### src/rtl/burst_lat_pkg.sv
package burst_lat_pkg;
    localparam int LAT_W  = 3;
    localparam int CODE_W = 5;
    localparam int CODE_LSB = 12;
    localparam int MATCH_W = 12;
    localparam int KEY_W = 8;

    localparam logic [MATCH_W-1:0] ADDR_STEP_A = 12'h555;
    localparam logic [MATCH_W-1:0] ADDR_STEP_B = 12'h2AA;
    localparam logic [KEY_W-1:0]   KEY_A = 8'hAA;
    localparam logic [KEY_W-1:0]   KEY_B = 8'h55;

    localparam logic [LAT_W-1:0]  LAT_MIN = 3'd2;
    localparam logic [LAT_W-1:0]  LAT_MAX = 3'd7;
    localparam logic [CODE_W-1:0] CODE_MIN = 5'd2;
    localparam logic [CODE_W-1:0] CODE_MAX = 5'd7;

    typedef enum logic [1:0] {
        SEQ_IDLE = 2'd0,
        SEQ_KEY1 = 2'd1,
        SEQ_KEY2 = 2'd2
    } seq_e;

    function automatic logic [LAT_W-1:0] clamp_code(input logic [CODE_W-1:0] code);
        if (code < CODE_MIN)      return LAT_MIN;
        else if (code > CODE_MAX) return LAT_MAX;
        else                      return code[LAT_W-1:0];
    endfunction
endpackage

### src/rtl/lat_cmd_decode.sv
module lat_cmd_decode
    import burst_lat_pkg::*;
#(
    parameter int ADDR_W = 22,
    parameter int DATA_W = 16
) (
    input  logic              clk,
    input  logic              rst_n,
    input  logic              wr_en,
    input  logic [ADDR_W-1:0] wr_addr,
    input  logic [DATA_W-1:0] wr_data,
    output logic [LAT_W-1:0]  lat_q_o
);
    typedef struct packed {
        seq_e             seq;
        logic [LAT_W-1:0] lat;
    } dec_t;

    dec_t st_d, st_q;

    logic [MATCH_W-1:0] addr_lo;
    logic [KEY_W-1:0]   data_lo;
    logic [CODE_W-1:0]  code;

    assign addr_lo = wr_addr[MATCH_W-1:0];
    assign data_lo = wr_data[KEY_W-1:0];
    assign code    = wr_addr[CODE_LSB +: CODE_W];

    always_comb begin
        st_d = st_q;
        if (wr_en) begin
            st_d.seq = SEQ_IDLE;
            unique case (st_q.seq)
                SEQ_IDLE: if (addr_lo == ADDR_STEP_A && data_lo == KEY_A) st_d.seq = SEQ_KEY1;
                SEQ_KEY1: if (addr_lo == ADDR_STEP_B && data_lo == KEY_B) st_d.seq = SEQ_KEY2;
                SEQ_KEY2: if (addr_lo == ADDR_STEP_A) st_d.lat = clamp_code(code);
                default:  st_d.seq = SEQ_IDLE;
            endcase
        end
    end

    always_ff @(posedge clk or negedge rst_n) begin
        if (!rst_n) begin
            st_q.seq <= SEQ_IDLE;
            st_q.lat <= LAT_MAX;
        end else begin
            st_q <= st_d;
        end
    end

    assign lat_q_o = st_q.lat;

    // stored value always within the legal window
    a_r4_lat_in_range: assert property (@(posedge clk) disable iff (!rst_n)
        (st_q.lat >= LAT_MIN) && (st_q.lat <= LAT_MAX));

    // latency only moves after a write seen in the final step
    a_r1_update_needs_seq: assert property (@(posedge clk) disable iff (!rst_n)
        !$stable(st_q.lat) |-> $past(wr_en && st_q.seq == SEQ_KEY2));

    // any write leaves the second step
    a_r2_key2_exits: assert property (@(posedge clk) disable iff (!rst_n)
        (wr_en && st_q.seq == SEQ_KEY2) |=> (st_q.seq == SEQ_IDLE));
endmodule

### src/rtl/lat_wait_counter.sv
module lat_wait_counter
    import burst_lat_pkg::*;
(
    input  logic             clk,
    input  logic             rst_n,
    input  logic             adv,
    input  logic [LAT_W-1:0] lat_i,
    output logic             first_o,
    output logic             done_o
);
    localparam logic [LAT_W-1:0] CNT_ONE = 1;
    localparam logic [LAT_W-1:0] CNT_ZERO = '0;

    typedef struct packed {
        logic [LAT_W-1:0] cnt;
        logic             done;
        logic             first;
    } cnt_t;

    cnt_t c_d, c_q;

    always_comb begin
        c_d = c_q;
        c_d.first = 1'b0;
        if (adv) begin
            c_d.cnt  = lat_i;
            c_d.done = 1'b0;
        end else if (c_q.cnt > CNT_ONE) begin
            c_d.cnt = c_q.cnt - CNT_ONE;
        end else if (c_q.cnt == CNT_ONE) begin
            c_d.cnt   = CNT_ZERO;
            c_d.done  = 1'b1;
            c_d.first = 1'b1;
        end
    end

    always_ff @(posedge clk or negedge rst_n) begin
        if (!rst_n) begin
            c_q <= '0;
        end else begin
            c_q <= c_d;
        end
    end

    assign first_o = c_q.first;
    assign done_o  = c_q.done;

    // pulse lasts a single cycle
    a_r5_first_single: assert property (@(posedge clk) disable iff (!rst_n)
        c_q.first |=> !c_q.first);

    // running count steps down by one unless restarted
    a_r7_count_steps: assert property (@(posedge clk) disable iff (!rst_n)
        (!adv && c_q.cnt > CNT_ONE) |=> (c_q.cnt == $past(c_q.cnt) - CNT_ONE));

    // a strobe always clears the expired state
    a_r6_strobe_clears: assert property (@(posedge clk) disable iff (!rst_n)
        adv |=> (!c_q.done && !c_q.first));
endmodule

### src/rtl/burst_lat_ctrl.sv
module burst_lat_ctrl
    import burst_lat_pkg::*;
#(
    parameter int ADDR_W = 22,
    parameter int DATA_W = 16
) (
    input  logic              clk,
    input  logic              rst_n,
    input  logic              wr_en,
    input  logic [ADDR_W-1:0] wr_addr,
    input  logic [DATA_W-1:0] wr_data,
    input  logic              adv,
    input  logic              oe_n,
    output logic [LAT_W-1:0]  lat_o,
    output logic              first_o,
    output logic              rdy_o
);
    logic [LAT_W-1:0] lat_q;
    logic             done;

    lat_cmd_decode #(.ADDR_W(ADDR_W), .DATA_W(DATA_W)) u_dec (
        .clk     (clk),
        .rst_n   (rst_n),
        .wr_en   (wr_en),
        .wr_addr (wr_addr),
        .wr_data (wr_data),
        .lat_q_o (lat_q)
    );

    lat_wait_counter u_cnt (
        .clk     (clk),
        .rst_n   (rst_n),
        .adv     (adv),
        .lat_i   (lat_q),
        .first_o (first_o),
        .done_o  (done)
    );

    assign lat_o = lat_q;
    assign rdy_o = done & ~oe_n;

    // ready is low in the cycle after any strobe
    a_r6_rdy_low_after_adv: assert property (@(posedge clk) disable iff (!rst_n)
        adv |=> !rdy_o);

    // ready never high while output enable is released
    a_r6_rdy_needs_oe: assert property (@(posedge clk) disable iff (!rst_n)
        oe_n |-> !rdy_o);
endmodule

### config.mk
export PLATFORM = sky130hd
export DESIGN_NAME = burst_lat_ctrl
export DESIGN_NICKNAME = d
export VERILOG_FILES = /design/src/rtl/burst_lat_pkg.sv /design/src/rtl/lat_cmd_decode.sv /design/src/rtl/lat_wait_counter.sv /design/src/rtl/burst_lat_ctrl.sv
export SDC_FILE = /design/constraint.sdc
export NUM_CORES = 1
export LEC_CHECK = 0
export CAP_MARGIN = 20
export CORE_AREA = 8 8 57 59
export DETAILED_ROUTE_END_ITERATION = 6
export DIE_AREA = 0 0 65 67
export PLACE_DENSITY = 0.71
export SLEW_MARGIN = 30
export SYNTH_ARGS = -nofsm -noshare
export SYNTH_HDL_FRONTEND = slang
export SYNTH_SLANG_ARGS = --single-unit
### constraint.sdc
create_clock -name clk -period 1.5 [get_ports clk]
set_clock_uncertainty 0.15 [all_clocks]
set_input_delay 0.15 -clock clk [delete_from_list [all_inputs] [get_ports clk]]
set_output_delay 0.15 -clock clk [all_outputs]
set_load 0.01 [all_outputs]
==> metrics <==
CP Capture Type register; routed length per instance about 13 µm; number of nets in the layout 151; setup_tns 0 ns; WP data required 1.49 ns; Post-DP HPWL around 1600 µm; gpl congestion roughly 0.72; residual DRC count 0; clk buf depth 2; Routed Antenna Nets 0; CTS sink count 10; PD cells 890 nW/µm²; CTS root buf clkbuf_4; layout cells sized above 1 22.9%; initial antenna violation count 0; first-pass GRT wire length 3200 µm; quantity of I/O buffers inserted on ports 34; clock buffer count from CTS 3; Core ar. 2360 µm²; CTS tree yes; f_max just under 700 MHz; R2R Path End u_cnt.c_q[4]; Die X approximately 65 µm; vias in the first global route about 800; Via Count 649; Tcrit/Tclk final around 98%; 1st-iter DRT viols 4; reg2reg start u_cnt.c_q[2]; critical path data arrival time 1.46 ns; clock-pin slew on the worst setup and hold paths 0.07 ns; leakage power roughly 0.45 nW; Peak VDD IR 0.334 mV; first drt pass iteration count 4; die area 4360 µm²; Mapped Area 663 µm²; synth unique cells 27; global-route usage over all layers a little under a tenth; worst reg-to-reg setup slack 0.03 ns; Crit Path Max Fanout 5; hold buffers post-CTS 0; sequential element share of the synthesized area 38.3%; DRT Wirelength 1750 µm; Hold WC Path Type primary input to async pin; std cell rows 18; Worst-Skew Late Latency around 0.26 ns; cells after synthesis 66; Ports 48; vias per cell 4.81; Worst slew margin between 70 and 80%; worst hold margin ~0.047 ns; max cap viols 0; Critical Path Start Type register; Starting Density 28.0%; final slew viol count 0; RSZ-0062 raised after global routing true; final setup vio count 0; crit path time final approximately 1.5 ns; status completed; largest net degree at the start of global routing 11; final hold vios 0; Synthesized Nets 111; worst reg2reg path depth 4; Avg Cell Area, Syn 10.0 µm²; Crit Path Category register to register; total number of yosys warnings 0; Die Y roughly 67 µm; CTS H-tree lvls 1; register bit total from synthesis 10; P&R area growth vs syn 65.1%; number of diodes 0; Slew @ Worst Pin 0.438 ns; global route overflow 0
==> power by group <==
part	total, mW	leakage [nW]	switching, mW	internal [mW]
Clock	0.238	0.0210	0.0907	0.147
Sequential	0.353	0.124	0.0379	0.316
Combinational	0.383	0.302	0.154	0.229
==> synth_stat cells <==
cell type  count  area (µm²)
dfstp_2        3        78.8
nor2b_1        5        31.3
nor3b_1        2        15.0
nand3_1        2        10.0
nand3b_1       1        7.51
o22ai_1        2        12.5
nor3_1         1        5.00
and4b_1        1        10.0
nand2_1        4        15.0
and3b_1        1        8.76
a21oi_1        1        5.00
or4_4          1        11.3
mux2_2         3        33.8
nor2_1         4        15.0
o21ai_0        3        15.0
nor4bb_1       5        50.1
a211oi_1       1        7.51
ha_1           2        25.0
or3_1          2        12.5
nand4_1        2        12.5
inv_1          4        15.0
buf_6          1        11.3
dfrtp_1        7         175
buf_4          3        22.5
nor2_4         1        11.3
and4bb_2       3        37.5
nor4b_1        1        8.76
==> routing by layer <==
metal	vias to the layer above	track usage [%]	share of wire, %
li1	319	-	-
met1	294	8.77	41
met2	32	16.0	47
met3	4	4.70	9.6
met4	0	4.90	2.1
met5	-	0	0
==> layout make-up <==
type                            instances  area [µm²]
Multi-Input combinational cell         48         378
Fill cell                             244        1270
Clock buffer                            4        36.3
Sequential cell                        10         255
Timing Repair Buffer                   39         373
Inverter                                4        15.0
Tap cell                               30        37.5
==> critical path: stages (launching register included) <==
cell and delay, ns:
dfrtp_2 0.43, ha_4 0.17, or4_4 0.43, nor2_4 0.12, nor3_2 0.05
==> worst max-delay path by stage <==
| stage | slack (ns) | to | from |
|---|---|---|---|
| 2_1_floorplan | 0.02 | u_cnt.c_q[4] | u_cnt.c_q[2] |
| 3_3_place_gp | -0.11 | u_dec.lat_q_o[2] | wr_addr[7] |
| 3_5_place_dp | -0.12 | u_dec.lat_q_o[2] | wr_addr[7] |
| 4_1_cts | 0.003 | u_cnt.c_q[4] | u_cnt.c_q[2] |
| 5_1_grt | -0.01 | u_cnt.c_q[3] | u_cnt.c_q[2] |
| 6_report | 0.03 | u_cnt.c_q[4] | u_cnt.c_q[2] |
==> layout by cell type, fill, tap and decap left out, types with 2 or more instances in the layout <==
cell / instances
dfrtp_1: 6
o21ai_0: 3
mux2_2: 3
nor2b_1: 5
buf_4: 5
nor2_1: 4
nor3b_1: 2
nand2_1: 4
nand4_1: 2
and4bb_2: 3
nor4bb_1: 5
dfstp_2: 3
clkdlybuf4s50_1: 30
dlygate4sd2_1: 4
clkbuf_4: 3
nand3_1: 2
or3_1: 2
o22ai_1: 2
inv_1: 3
==> cell families after synthesis <==
logic type,count (synthesis),share of synthesized area [%]
simple gates,36,39.4
flops,10,38.3
buf+inv,8,7.36
compound gates,7,6.04
mux,3,5.09
fa+ha+maj,2,3.77
==> through the flow <==
stage	cells	power (mW)	setup slack [ns]	util, %	instance area, µm²
2_1_floorplan	66	0.536	0.0175	-	663
3_3_place_gp	130	0.687	-0.109	43.9	1040
3_5_place_dp	130	0.703	-0.123	43.9	1040
4_1_cts	134	0.966	0.00274	45.8	1080
5_1_grt	135	1.06	-0.0119	46.3	1090
6_report	135	0.974	0.0295	46.3	1090
==> registers in the layout, summed over array words and instances, names as in the netlist <==
| signal | cells |
|---|---|
| u_dec.lat_q_o | 3 |
| u_cnt.first_o | 1 |
| u_cnt.done_o | 1 |
| u_dec.st_q | 2 |
| u_cnt.c_q | 3 |
==> timing repair <==
action                                 CTS  global route
gates cloned                             0             0
setup buffers                            0             1
gates resized for setup                  7             2
endpoints found under the hold margin    0             0
setup endpoints to repair                6             2
pin swaps                                1             0
Note: power is estimated with default switching activity, not from simulation.
